`config.mk`:
```
export PLATFORM = sky130hd
export DESIGN_NAME = seg_page_xlat
export DESIGN_NICKNAME = d
export VERILOG_FILES = /design/src/rtl/xlat_pkg.sv /design/src/rtl/xlat_rst_sync.sv /design/src/rtl/xlat_seg_stage.sv /design/src/rtl/xlat_page_stage.sv /design/src/rtl/seg_page_xlat.sv
export SDC_FILE = /design/constraint.sdc
export NUM_CORES = 1
export LEC_CHECK = 0
export ABC_AREA = 0
export BUFFER_PORTS_ARGS = -buffer_cell sky130_fd_sc_hd__buf_2
export CAP_MARGIN = 20
export CORE_MARGIN = 5
export CORE_UTILIZATION = 23
export CTS_CLUSTER_DIAMETER = 120
export CTS_CLUSTER_SIZE = 30
export DETAILED_ROUTE_END_ITERATION = 12
export HOLD_SLACK_MARGIN = 0.06
export PLACE_DENSITY_LB_ADDON = 0.15
export SLEW_MARGIN = 5
export SYNTH_ARGS = -nofsm -noshare
export SYNTH_HDL_FRONTEND = slang
export SYNTH_HIERARCHICAL = 1
export SYNTH_SLANG_ARGS = --single-unit
```
`constraint.sdc`:
```
create_clock -name clk -period 26.3 [get_ports clk]
set_clock_uncertainty 0.15 [all_clocks]
set_input_delay 5.26 -clock clk [delete_from_list [all_inputs] [get_ports clk]]
set_output_delay 5.26 -clock clk [all_outputs]
set_load 0.005 [all_outputs]
```
`src/rtl/xlat_pkg.sv`:
```
package xlat_pkg;

  typedef enum logic [1:0] {
    FLT_NONE  = 2'd0,
    FLT_LIMIT = 2'd1,
    FLT_PAGE  = 2'd2
  } fault_e;

endpackage

```
`src/rtl/xlat_rst_sync.sv`:
```
module xlat_rst_sync (
  input  logic clk,
  input  logic rst_n,
  output logic rst_n_sync
);

  logic [1:0] sync_q;
  logic [1:0] sync_d;

  always_comb begin
    sync_d = {sync_q[0], 1'b1};
  end

  always_ff @(posedge clk or negedge rst_n) begin
    if (!rst_n) sync_q <= 2'b00;
    else        sync_q <= sync_d;
  end

  assign rst_n_sync = sync_q[1];

endmodule

```
`src/rtl/xlat_seg_stage.sv`:
```
module xlat_seg_stage #(
  parameter int LIN_W = 16,
  parameter int IDX_W = 3
) (
  input  logic             clk,
  input  logic             rst_n,
  input  logic             in_valid,
  input  logic [IDX_W:0]   in_sel,
  input  logic [LIN_W-1:0] in_off,
  input  logic             wr_en,
  input  logic [IDX_W:0]   wr_idx,
  input  logic [LIN_W-1:0] wr_base,
  input  logic [LIN_W-1:0] wr_limit,
  output logic             out_valid,
  output logic [LIN_W-1:0] out_lin,
  output logic             out_lfault
);

  localparam int NSEG  = 2 ** IDX_W;
  localparam int NPART = 2;

  logic [LIN_W-1:0] base_arr  [NPART][NSEG];
  logic [LIN_W-1:0] limit_arr [NPART][NSEG];
  logic [LIN_W-1:0] part_base [NPART];
  logic [LIN_W-1:0] part_limit[NPART];

  // one descriptor table per partition, each with its own read mux
  for (genvar p = 0; p < NPART; p++) begin : g_part
    for (genvar e = 0; e < NSEG; e++) begin : g_desc
      logic             we;
      logic [LIN_W-1:0] base_q;
      logic [LIN_W-1:0] limit_q;

      assign we = wr_en && (wr_idx[IDX_W] == 1'(p)) &&
                  (wr_idx[IDX_W-1:0] == IDX_W'(e));

      always_ff @(posedge clk or negedge rst_n) begin
        if (!rst_n) begin
          base_q  <= '0;
          limit_q <= '0;
        end else if (we) begin
          base_q  <= wr_base;
          limit_q <= wr_limit;
        end
      end

      assign base_arr[p][e]  = base_q;
      assign limit_arr[p][e] = limit_q;
    end

    assign part_base[p]  = base_arr[p][in_sel[IDX_W-1:0]];
    assign part_limit[p] = limit_arr[p][in_sel[IDX_W-1:0]];
  end

  logic [LIN_W-1:0] sel_base;
  logic [LIN_W-1:0] sel_limit;
  logic             valid_d;
  logic             lfault_d;
  logic [LIN_W-1:0] lin_d;
  logic             lin_q_en;
  logic             lfault_q;
  logic [LIN_W-1:0] lin_q;
  logic             valid_q;

  always_comb begin
    sel_base  = part_base[in_sel[IDX_W]];
    sel_limit = part_limit[in_sel[IDX_W]];
    lfault_d  = (in_off >= sel_limit);
    lin_d     = lfault_d ? '0 : LIN_W'(sel_base + in_off);
    valid_d   = in_valid;
    lin_q_en  = in_valid;
  end

  always_ff @(posedge clk or negedge rst_n) begin
    if (!rst_n) valid_q <= 1'b0;
    else        valid_q <= valid_d;
  end

  always_ff @(posedge clk or negedge rst_n) begin
    if (!rst_n) begin
      lin_q    <= '0;
      lfault_q <= 1'b0;
    end else if (lin_q_en) begin
      lin_q    <= lin_d;
      lfault_q <= lfault_d;
    end
  end

  assign out_valid  = valid_q;
  assign out_lin    = lin_q;
  assign out_lfault = lfault_q;

  // an offset at or past the length is flagged by the stage register
  a_r4_limit_flag: assert property (@(posedge clk) disable iff (!rst_n)
    in_valid && (in_off >= sel_limit) |=> out_valid && out_lfault && (out_lin == '0));

  // stage one always advances a request
  a_r2_seg_advance: assert property (@(posedge clk) disable iff (!rst_n)
    in_valid |=> out_valid);

endmodule

```
`src/rtl/xlat_page_stage.sv`:
```
module xlat_page_stage
  import xlat_pkg::*;
#(
  parameter int LIN_W    = 16,
  parameter int PG_OFF_W = 12,
  parameter int FRAME_W  = 3
) (
  input  logic                          clk,
  input  logic                          rst_n,
  input  logic                          in_valid,
  input  logic [LIN_W-1:0]              in_lin,
  input  logic                          in_lfault,
  input  logic                          wr_en,
  input  logic [LIN_W-PG_OFF_W-1:0]     wr_idx,
  input  logic [FRAME_W-1:0]            wr_frame,
  input  logic                          wr_present,
  output logic                          out_valid,
  output logic [FRAME_W+PG_OFF_W-1:0]   out_paddr,
  output logic [1:0]                    out_fault,
  output logic [LIN_W-PG_OFF_W-1:0]     out_fvpn
);

  localparam int VPN_W = LIN_W - PG_OFF_W;
  localparam int NPG   = 2 ** VPN_W;
  localparam int PA_W  = FRAME_W + PG_OFF_W;

  logic               pres_vec [NPG];
  logic [FRAME_W-1:0] frm_arr  [NPG];

  for (genvar g = 0; g < NPG; g++) begin : g_pte
    logic               we;
    logic               pres_q;
    logic [FRAME_W-1:0] frm_q;

    assign we = wr_en && (wr_idx == VPN_W'(g));

    always_ff @(posedge clk or negedge rst_n) begin
      if (!rst_n) begin
        pres_q <= 1'b0;
        frm_q  <= '0;
      end else if (we) begin
        pres_q <= wr_present;
        frm_q  <= wr_frame;
      end
    end

    assign pres_vec[g] = pres_q;
    assign frm_arr[g]  = frm_q;
  end

  logic [VPN_W-1:0]    vpn;
  logic [PG_OFF_W-1:0] pofs;
  fault_e              fault_d;
  logic [PA_W-1:0]     paddr_d;
  logic [VPN_W-1:0]    fvpn_d;
  logic                valid_d;
  logic                data_en;

  always_comb begin
    vpn     = in_lin[LIN_W-1:PG_OFF_W];
    pofs    = in_lin[PG_OFF_W-1:0];
    fault_d = FLT_NONE;
    paddr_d = '0;
    fvpn_d  = '0;
    if (in_lfault) begin
      fault_d = FLT_LIMIT;
    end else if (!pres_vec[vpn]) begin
      fault_d = FLT_PAGE;
      fvpn_d  = vpn;
    end else begin
      paddr_d = {frm_arr[vpn], pofs};
    end
    valid_d = in_valid;
    data_en = in_valid;
  end

  logic            valid_q;
  fault_e          fault_q;
  logic [PA_W-1:0] paddr_q;
  logic [VPN_W-1:0] fvpn_q;

  always_ff @(posedge clk or negedge rst_n) begin
    if (!rst_n) valid_q <= 1'b0;
    else        valid_q <= valid_d;
  end

  always_ff @(posedge clk or negedge rst_n) begin
    if (!rst_n) begin
      fault_q <= FLT_NONE;
      paddr_q <= '0;
      fvpn_q  <= '0;
    end else if (data_en) begin
      fault_q <= fault_d;
      paddr_q <= paddr_d;
      fvpn_q  <= fvpn_d;
    end
  end

  assign out_valid = valid_q;
  assign out_paddr = paddr_q;
  assign out_fault = fault_q;
  assign out_fvpn  = fvpn_q;

  // a length fault from stage one is never turned into a page fault
  a_r7_limit_first: assert property (@(posedge clk) disable iff (!rst_n)
    in_valid && in_lfault |=> (out_fault == FLT_LIMIT) && (out_paddr == '0) && (out_fvpn == '0));

  // the in-page offset passes through unchanged on a good translation
  a_r5_offset_kept: assert property (@(posedge clk) disable iff (!rst_n)
    in_valid && !in_lfault |=> (out_fault == FLT_PAGE) ||
      (out_paddr[PG_OFF_W-1:0] == $past(in_lin[PG_OFF_W-1:0])));

  // a page fault reports the page and no address
  a_r6_page_fault: assert property (@(posedge clk) disable iff (!rst_n)
    in_valid && !in_lfault |=> (out_fault != FLT_PAGE) ||
      ((out_paddr == '0) && (out_fvpn == $past(in_lin[LIN_W-1:PG_OFF_W]))));

endmodule

```
`src/rtl/seg_page_xlat.sv`:
```
module seg_page_xlat #(
  parameter int LIN_W     = 16,
  parameter int SEG_IDX_W = 3,
  parameter int PG_OFF_W  = 12,
  parameter int FRAME_W   = 3
) (
  input  logic                          clk,
  input  logic                          rst_n,
  input  logic                          req_valid,
  input  logic [SEG_IDX_W:0]            req_sel,
  input  logic [LIN_W-1:0]              req_off,
  input  logic                          seg_wr_en,
  input  logic [SEG_IDX_W:0]            seg_wr_idx,
  input  logic [LIN_W-1:0]              seg_wr_base,
  input  logic [LIN_W-1:0]              seg_wr_limit,
  input  logic                          pg_wr_en,
  input  logic [LIN_W-PG_OFF_W-1:0]     pg_wr_vpn,
  input  logic [FRAME_W-1:0]            pg_wr_frame,
  input  logic                          pg_wr_present,
  output logic                          rsp_valid,
  output logic [FRAME_W+PG_OFF_W-1:0]   rsp_paddr,
  output logic [1:0]                    rsp_fault,
  output logic [LIN_W-PG_OFF_W-1:0]     rsp_fault_vpn
);

  logic             rst_s;
  logic             s1_valid;
  logic [LIN_W-1:0] s1_lin;
  logic             s1_lfault;

  xlat_rst_sync u_rst (
    .clk        (clk),
    .rst_n      (rst_n),
    .rst_n_sync (rst_s)
  );

  xlat_seg_stage #(
    .LIN_W (LIN_W),
    .IDX_W (SEG_IDX_W)
  ) u_seg (
    .clk        (clk),
    .rst_n      (rst_s),
    .in_valid   (req_valid),
    .in_sel     (req_sel),
    .in_off     (req_off),
    .wr_en      (seg_wr_en),
    .wr_idx     (seg_wr_idx),
    .wr_base    (seg_wr_base),
    .wr_limit   (seg_wr_limit),
    .out_valid  (s1_valid),
    .out_lin    (s1_lin),
    .out_lfault (s1_lfault)
  );

  xlat_page_stage #(
    .LIN_W    (LIN_W),
    .PG_OFF_W (PG_OFF_W),
    .FRAME_W  (FRAME_W)
  ) u_pg (
    .clk        (clk),
    .rst_n      (rst_s),
    .in_valid   (s1_valid),
    .in_lin     (s1_lin),
    .in_lfault  (s1_lfault),
    .wr_en      (pg_wr_en),
    .wr_idx     (pg_wr_vpn),
    .wr_frame   (pg_wr_frame),
    .wr_present (pg_wr_present),
    .out_valid  (rsp_valid),
    .out_paddr  (rsp_paddr),
    .out_fault  (rsp_fault),
    .out_fvpn   (rsp_fault_vpn)
  );

  // each request yields a response two edges later, and only then
  a_r2_latency: assert property (@(posedge clk) disable iff (!rst_s)
    req_valid |=> ##1 rsp_valid);

  a_r2_no_spurious: assert property (@(posedge clk) disable iff (!rst_s)
    !req_valid |=> ##1 !rsp_valid);

  // a length fault never carries an address
  a_r4_no_addr: assert property (@(posedge clk) disable iff (!rst_s)
    rsp_valid && (rsp_fault == 2'd1) |-> (rsp_paddr == '0) && (rsp_fault_vpn == '0));

  // code 3 is never produced
  a_r6_code_range: assert property (@(posedge clk) disable iff (!rst_s)
    rsp_valid |-> (rsp_fault != 2'd3));

endmodule

```
==> reports/qor.txt, run 1 <==
status = finished clean
Reg clk slew, reported paths = 0.10 ns
Post-synth ARST share = 1.000
core region area = 123500 um^2
RSZ-0062 raised after global routing = false
H-tree Lvls = 1
CP Capture Type = register
# hold bufs at CTS = 0
Max Freq = 105.8 MHz
Worst-Margin Slew = 1.083 ns
FP Rows = 129
Setup CP Type = input port to register
die area = 131200 um^2
cell area after synthesis = 28530 um^2
share of layout cells above drive strength 1 = 0.5085
via count = 15635
GRT overflow = 0
worst min path class = register to register
Final setup viols = 0
CTS tree = yes
Clk Tree Root Cell = clkbuf_16
cell taking the most area after synthesis = dfrtp_1
Post-synth EDFFs = 0
startpoint types = input port
total CTS buffers = 27
Pwr Density = 76.95 nW/um^2
initial antenna violation count = 12
WL final = 82040 um
Critical Path AT = 9.82 ns
Final WS setup = 16.85 ns
TritonCTS Sinks = 618
Pwr Total = 2.428 mW
first-pass GRT wire length = 121900 um
Remaining DRCs = 0
post-synthesis sequential area ratio = 0.5420
first-iteration detailed-routing DRC count = 984
syn_nets = 1900
P_leak = 12.99 nW
HPWL after DPL = 46870 um
TNS Setup = 0 ns
Final min period = 9.452 ns
largest cells by area after synthesis = dfrtp_1 54%, mux2_2 23%, mux4_2 13%, ha_1 1.4%, buf_2 1.0%
via/cell ratio = 4.520
Relative slew margins = 0.2777
Final Hold Viols = 0
Switching Fraction = 0.2898
Synth Area per Inst = 15.86 um^2
cell-internal power = 1.724 mW
Top Ports = 91
Cells after Synth = 1799
area delta synth->final = 10.56%
Flop pwr share = 0.533
Layout fillers = 12605
Worst EP required = 26.67 ns
Final Max Slew Viols = 0
die width = 362.2 um
drt first pass iters = 5
postcts setup bufs = 0
fin nets = 1911
Max-cap violations = 0
Starting Density = 0.2311
Final period util = 0.3594
VDD IR max = 0.04797 mV
top-area cell type share of the netlist area = 0.5420
Crit Path Max Fanout = 80
CTS max path bufs = 3
top_reg_cell synth = dfrtp_1
GRT Overall Usage = 0.1244
placer congestion estimate = 0.7319
Gate power share = 0.251
YS warnings = 6
clock share of power = 0.217
dpl ws = 16.10 ns
Die H = 362.2 um
number of global-route vias before repair = 17065
Net Switching = 0.7035 mW
clock latency on the worst-skew pair = 0.63 ns
R2R cell count = 8
flops & latches, synth = 618
pin count of the biggest net entering global routing = 82
CTS resizes = 0
Hold Path Depth = 0
synth unique cells = 60
Final ANT Viol Nets = 0
input/output buffers = 90
wire length per cell = 23.72 um
[cells in the mapped netlist, drive strengths merged (10+ instances only)]
| cell type | n |
|---|---|
| a21oi | 18 |
| a22o | 16 |
| buf | 77 |
| clkbuf | 63 |
| dfrtp | 618 |
| ha | 31 |
| inv | 36 |
| mux2 | 578 |
| mux2i | 11 |
| mux4 | 171 |
| nand2 | 18 |
| nand2b | 11 |
| nand3 | 16 |
| nor2 | 21 |
| nor3 | 10 |
| o22ai | 15 |
| or3 | 10 |
[worst max-delay path, cell delays in order]
cell	delay [ns]
buf_6	0.76
buf_4	0.77
mux4_2	0.41
mux4_2	0.50
ha_1	0.28
nand2b_1	0.14
a2111oi_0	0.46
o32a_1	0.25
o211ai_2	0.42
o41ai_1	0.47
[placed cells by master (no fill, tap or decap), types with 3 or more instances in the layout]
cell / netlist / routed
dfrtp_1: 618 / 617
mux2_2: 572 / 572
mux4_2: 169 / 169
buf_2: 58 / 87
inv_1: 36 / 36
buf_4: 1 / 31
ha_1: 31 / 31
clkbuf_16: 0 / 27
nand2_1: 18 / 18
a21oi_1: 18 / 18
nor2_1: 21 / 17
a22o_1: 16 / 16
nand3_1: 14 / 14
o22ai_1: 14 / 14
mux2i_1: 11 / 11
nand2b_1: 11 / 11
nor2b_1: 8 / 8
o21ai_0: 8 / 8
xor2_1: 8 / 8
or3_1: 10 / 7
nor3_2: 0 / 7
nand3b_1: 5 / 5
mux2_1: 5 / 5
a21o_1: 5 / 5
a22oi_1: 4 / 4
a32o_1: 4 / 4
nor2_4: 0 / 4
a211oi_1: 4 / 4
xnor2_1: 4 / 4
or3_2: 0 / 3
o21a_1: 3 / 3
nor3_1: 10 / 3
[layout make-up]
cell class              instances  area [um^2]  share of cell area
flip-flops and latches        618        15470              0.4903
multi-input cells            1005        12330              0.3907
well taps                    1637         2048             0.06492
repair buffers                122        749.5             0.02376
clock buffers                  29        693.2             0.02197
inverters                      36        135.1            0.004283
clock inverters                11        125.1            0.003966
diodes                          1        2.502          0.00007932
[kinds of logic (layout without fill, tap and decap cells)]
| logic type | Yosys count | count (layout) | share of synthesized area |
|---|---|---|---|
| flip-flops | 618 | 618 | 0.5420 |
| AND/OR/NAND/NOR | 108 | 108 | 0.02013 |
| AO/OA/AOI/OAI | 92 | 92 | 0.02368 |
| other | 1 | 2 | 0.0001314 |
| XOR/XNOR | 12 | 12 | 0.003683 |
| buffers and inverters | 176 | 198 | 0.02881 |
| adder cells (fa/ha/maj) | 32 | 32 | 0.01429 |
| multiplexers | 760 | 760 | 0.3673 |
[through the flow]
step | hold WS [ns] | area (um^2) | std cells | utilization
6_report | 0.2154 | 31550 | 3459 | 0.2555
5_1_grt | 0.2183 | 31550 | 3458 | 0.2555
4_1_cts | 0.2166 | 31490 | 3456 | 0.2550
3_5_place_dp | 0.1934 | 30670 | 3416 | 0.2484
3_3_place_gp | 0.1886 | 30670 | 3416 | 0.2484
2_1_floorplan | 0.1812 | 28530 | 1799 | -
[power groups by stage]
stage          Combinational [mW]  Sequential [mW]  Clock [mW]
3_5_place_dp                0.620             1.32           0
6_report                    0.609             1.29       0.526
4_1_cts                     0.620             1.30       0.561
2_1_floorplan               0.473             1.28           0
3_3_place_gp                0.606             1.31           0
5_1_grt                     0.670             1.32       0.585
[flip-flops by register name (all words and copies together), names as in the netlist]
signal,flops
u_seg/g_part.g_desc.base_q,256
u_seg/g_part.g_desc.limit_q,256
u_seg/out_valid,1
u_pg/out_fault,2
u_seg/out_lfault,1
u_pg/g_pte.frm_q,48
u_pg/out_valid,1
u_pg/g_pte.pres_q,16
u_pg/out_paddr,15
u_seg/out_lin,16
u_pg/out_fvpn,4
u_rst/sync_q,2
[path summary, 6_finish.rpt]
kind	slack, ns	start	end
max reg2reg	22.66	u_seg/g_part[1].g_desc[7].limit_q[0]$_DFFE_PN0P_	u_seg/out_lin[10]$_DFFE_PN0P_
max in group asynchronous	21.62	rst_n	u_rst/sync_q[1]$_DFF_PN0_
min in group asynchronous	0.23	u_rst/sync_q[1]$_DFF_PN0_	u_seg/g_part[1].g_desc[0].limit_q[15]$_DFFE_PN0P_
max	16.85	req_sel[1]	u_seg/out_lin[10]$_DFFE_PN0P_
min reg2reg	0.22	u_rst/sync_q[0]$_DFF_PN0_	u_rst/sync_q[1]$_DFF_PN0_
min	0.22	u_rst/sync_q[0]$_DFF_PN0_	u_rst/sync_q[1]$_DFF_PN0_
[layer usage]
| layer | routed length (um) | part of all wire | global-route usage |
|---|---|---|---|
| met2 | 36720 | 0.45 | 0.1931 |
| met1 | 41300 | 0.50 | 0.1895 |
| met5 | 12 | 0.00015 | 0 |
| met3 | 2733 | 0.033 | 0.01650 |
| met4 | 1273 | 0.016 | 0.01750 |
(Power assumes the default switching activity.)
==> run 2, diff against run 1 <==
Clock period 26.3 ns to 9.5 ns, I/O delays scaled along.
==> reports/qor.txt, run 2 (same netlist as run 1, synthesis figures left out) <==
M1 GR Usage = 0.1825
TNS Setup = 0 ns
crit path to = u_seg/out_lin[15]$_DFFE_PN0P_
Max-cap violations = 0
WL final = 81320 um
core region area = 123500 um^2
CTS resizes = 0
initial antenna violation count = 12
Worst-Margin Slew = 0.9986 ns
dpl ws = 2.991 ns
FP Rows = 129
Final min period = 5.714 ns
clock latency on the worst-skew pair = 0.64 ns
most frequent cells in the layout = 617 x dfrtp_1, 572 x mux2_2, 169 x mux4_2
# hold bufs at CTS = 0
first-iteration detailed-routing DRC count = 787
CTS tree = yes
Final ANT Viol Nets = 0
die area = 131200 um^2
Final setup viols = 0
Final Max Slew Viols = 0
total CTS buffers = 28
VDD IR max = 0.1389 mV
Final period util = 0.6014
placed insts = 3416
placer congestion estimate = 0.7496
via count = 15621
HPWL after DPL = 46820 um
Worst EP required = 9.88 ns
area delta synth->final = 11.07%
slack of the worst reg-to-reg path = 5.79 ns
M3 GR Usage = 0.01699
status = finished clean
Critical path origin = req_sel[0]
worst min path class = register to asynchronous set/reset pin
input/output buffers = 90
Starting Density = 0.2311
Top Ports = 91
CTS max path bufs = 3
grt met2 use = 0.1936
wire length per cell = 23.42 um
Crit Path Max Fanout = 71
RSZ-0062 raised after global routing = false
R2R cell count = 8
CP Capture Type = register
GRT Overall Usage = 0.1226
Pwr Total = 6.815 mW
commonest non-fill, non-tap cell in the layout = dfrtp_1
FF/Latch Area = 15470 um^2
Pwr Density = 215.0 nW/um^2
Die H = 362.2 um
die width = 362.2 um
Final Cell Area = 31690 um^2
startpoint types = input port
Final Core Density = 0.2567
Top Usage Layer GRT = met2
Top Registers = u_seg/g_part.g_desc.base_q (256), u_seg/g_part.g_desc.limit_q (256), u_pg/g_pte.frm_q (48)
drt first pass iters = 4
Final Hold Viols = 0
number of global-route vias before repair = 17166
via/cell ratio = 4.499
P_leak = 13.06 nW
Placed Instance Area = 30700 um^2
GRT overflow = 0
Setup CP Type = input port to register
area of the multi-input gates = 12330 um^2
postcts setup bufs = 0
first-pass GRT wire length = 120500 um
Max Freq = 175.0 MHz
final std cells w/o fill = 3472
Reg clk slew, reported paths = 0.12 ns
Layout fillers = 12610
WHS = 0.07956 ns
Relative slew margins = 0.3323
pin count of the biggest net entering global routing = 159
r2r endpoint = u_seg/out_lin[10]$_DFFE_PN0P_
Clk Tree Root Cell = clkbuf_16
Critical Path AT = 6.09 ns
fin nets = 1912
Final WS setup = 3.786 ns
R2R Path Start = u_seg/g_part[1].g_desc[3].limit_q[0]$_DFFE_PN0P_
Remaining DRCs = 0
H-tree Lvls = 1
share of layout cells above drive strength 1 = 0.5104
TritonCTS Sinks = 618
-- run 2: cell types whose count changed in the layout (fill, tap and decap cells not counted), moves of 2 or more --
cell       delta
diode_2       +6
clkbuf_8      +2
buf_4         -2
clkbuf_16     +2
inv_6         +4
buf_12        +2
-- run 2: cell type report --
type | count | share of cell area
flip-flops and latches | 618 | 0.4881
diodes | 7 | 0.0005527
inverters | 36 | 0.004264
multi-input cells | 1005 | 0.3889
clock inverters | 14 | 0.004777
repair buffers | 122 | 0.02444
well taps | 1637 | 0.06463
clock buffers | 33 | 0.02432
-- run 2: layer usage --
metal  wire, um  vias to the layer above
met2      37140                      177
met1      40090                     8649
li1           -                     6729
met5          0                        -
met3       2748                       66
met4       1343                        0
-- run 2: worst max-delay path, cell delays in order --
cell      delay (ns)
buf_8           0.67
buf_4           0.52
mux4_2          0.56
mux4_2          0.49
inv_1           0.11
ha_1            0.15
nand4_1         0.14
or4_1           0.54
o32a_1          0.31
o211ai_2        0.37
nand4b_1        0.21
nand3_1         0.08
-- run 2: worst min path at each step --
stage | cells past startpoint | startpoint | slack [ns] | end
after floorplan | 0 | u_rst/sync_q[0]$_DFF_PN0_ | 0.18 | u_rst/sync_q[1]$_DFF_PN0_
after global placement | 0 | u_rst/sync_q[1]$_DFF_PN0_ | 0.09 | u_seg/g_part[1].g_desc[6].limit_q[10]$_DFFE_PN0P_
after detailed placement | 0 | u_rst/sync_q[1]$_DFF_PN0_ | 0.1 | u_seg/g_part[1].g_desc[7].limit_q[10]$_DFFE_PN0P_
after CTS | 0 | u_rst/sync_q[1]$_DFF_PN0_ | 0.09 | u_seg/g_part[1].g_desc[5].limit_q[10]$_DFFE_PN0P_
after global routing | 0 | u_rst/sync_q[1]$_DFF_PN0_ | 0.12 | u_seg/g_part[1].g_desc[3].limit_q[7]$_DFFE_PN0P_
final | 0 | u_rst/sync_q[1]$_DFF_PN0_ | 0.08 | u_seg/g_part[1].g_desc[5].limit_q[10]$_DFFE_PN0P_
-- run 2: where the power goes --
part	total, mW	switching [mW]	internal, mW
combinational	1.69	0.710	0.975
clock	1.55	0.936	0.614
sequential	3.58	0.335	3.25
==> run 3, diff against run 2 <==
Clock period 9.5 ns to 5.7 ns, I/O delays scaled along.
==> reports/qor.txt, run 3 (same netlist as run 1, synthesis figures left out) <==
status = finished clean
most frequent cells in the layout = 617 x dfrtp_1, 572 x mux2_2, 169 x mux4_2
pin count of the biggest net entering global routing = 158
CTS tree = yes
drt first pass iters = 5
first-pass GRT wire length = 123300 um
placed insts = 3437
Reg clk slew, reported paths = 0.11 ns
share of layout cells above drive strength 1 = 0.5138
CP Capture Type = register
number of global-route vias before repair = 17290
clock latency on the worst-skew pair = 0.64 ns
Remaining DRCs = 0
Top Ports = 91
P_leak = 13.13 nW
wire length per cell = 23.80 um
Relative slew margins = 0.2894
Final period util = 0.7611
RSZ-0062 raised after global routing = false
die width = 362.2 um
CTS resizes = 0
HPWL after DPL = 50820 um
TritonCTS Sinks = 618
worst min path class = input port to asynchronous set/reset pin
via/cell ratio = 4.508
R2R Path Start = u_seg/g_part[1].g_desc[7].limit_q[14]$_DFFE_PN0P_
via count = 15706
H-tree Lvls = 1
Buf+Inv Stages, Crit Path = 4
total CTS buffers = 27
Final setup viols = 0
Final Hold Viols = 0
GRT Overall Usage = 0.1254
Starting Density = 0.2311
Final min period = 4.339 ns
Worst EP required = 6.06 ns
input/output buffers = 90
core region area = 123500 um^2
Final Max Slew Viols = 0
Final ANT Viol Nets = 0
Pwr Density = 354.3 nW/um^2
Max stage delay on crit path = 0.50 ns
Placed Instance Area = 30980 um^2
Final WS setup = 1.361 ns
GRT overflow = 0
Max-cap violations = 0
placer congestion estimate = 0.7588
Clk Tree Root Cell = clkbuf_16
crit-path cells = buf_8 > buf_12 > buf_4 > mux4_2 > mux4_2 > inv_1 > ha_1 > a2111oi_0 > o32a_1 > o211ai_2 > o41ai_1
Worst path top cell family by delay = compound AO/OA/AOI/OAI gates
dpl ws = 0.6024 ns
fin nets = 1930
commonest non-fill, non-tap cell in the layout = dfrtp_1
Top Registers = u_seg/g_part.g_desc.base_q (256), u_seg/g_part.g_desc.limit_q (256), u_pg/g_pte.frm_q (48)
Worst-Margin Slew = 1.066 ns
Most Frequent Cell on Critical Path = mux4_2
Max Freq = 230.5 MHz
initial antenna violation count = 15
CTS max path bufs = 3
area delta synth->final = 11.53%
Critical path origin = req_sel[0]
Crit Path Max Fanout = 29
final std cells w/o fill = 3484
first-iteration detailed-routing DRC count = 895
WL final = 82910 um
Setup CP Type = input port to register
Die H = 362.2 um
Max stage delay cell, worst path = mux4_2
FP Rows = 129
VDD IR max = 0.2300 mV
Final Cell Area = 31820 um^2
postcts setup bufs = 0
die area = 131200 um^2
startpoint types = input port
Pwr Total = 11.27 mW
# hold bufs at CTS = 0
Critical Path AT = 4.70 ns
## run 3: cell types whose count changed in the layout (fill, tap and decap cells not counted), moves of 2 or more
| cell | change |
|---|---|
| buf_12 | +10 |
| buf_16 | -2 |
| buf_4 | +11 |
| clkbuf_16 | -2 |
| clkbuf_8 | -2 |
| diode_2 | -3 |
| inv_16 | -2 |
## run 3: layout make-up
class	instances	area (um^2)
inverter	36	135.1
sequential	618	15470
clock buffer	30	696.9
timing repair buffer	141	1002
clock inverter	13	136.4
tap	1637	2048
multi-input combinational	1005	12330
fill	12610	91650
antenna	4	10.01
## run 3: path summary, 6_finish.rpt
| check | to | slack, ns | cells after the start |
|---|---|---|---|
| setup / recovery | u_seg/out_lin[10]$_DFFE_PN0P_ | 1.36 | 11 |
| hold / removal | u_rst/sync_q[1]$_DFF_PN0_ | 0.13 | 1 |
| setup reg to reg | u_seg/out_lin[9]$_DFFE_PN0P_ | 2.15 | 10 |
| hold reg to reg | u_rst/sync_q[1]$_DFF_PN0_ | 0.22 | 0 |
| max in group asynchronous | u_seg/g_part[1].g_desc[3].base_q[8]$_DFFE_PN0P_ | 3.57 | 1 |
| min in group clk | u_rst/sync_q[1]$_DFF_PN0_ | 0.22 | 0 |
## run 3: routing by layer
layer,up-vias,global-route usage,share of wire
met5,-,0,0.00024
met3,74,0.02049,0.034
met1,8660,0.1867,0.50
li1,6750,-,-
met2,220,0.1961,0.45
met4,2,0.01935,0.017
## run 3: stage by stage
step | TNS, ns | utilization | hold slack [ns]
floorplan | -270.42 | - | 0.1812
global placement | 0 | 0.2507 | 0.1816
detailed placement | 0 | 0.2509 | 0.1886
CTS | 0 | 0.2577 | 0.07128
global route | 0 | 0.2577 | 0.08070
finish | 0 | 0.2577 | 0.1263
## run 3: worst reg2reg max path, cell delays in order (launching register included)
cell and delay (ns):
dfrtp_1 0.40, mux4_2 0.47, mux4_2 0.49, inv_1 0.15
ha_1 0.17, nand4_1 0.14, or4_1 0.54, o32a_1 0.32
o211ai_2 0.19, buf_4 0.30, o22ai_1 0.11
## run 3: report_power, final
part	leakage (nW)	internal [mW]	switching (mW)	total (mW)
combinational	5.11	1.64	1.18	2.81
clock	0.406	0.930	1.54	2.47
sequential	7.62	5.41	0.583	5.99
total	13.1	7.98	3.30	11.3
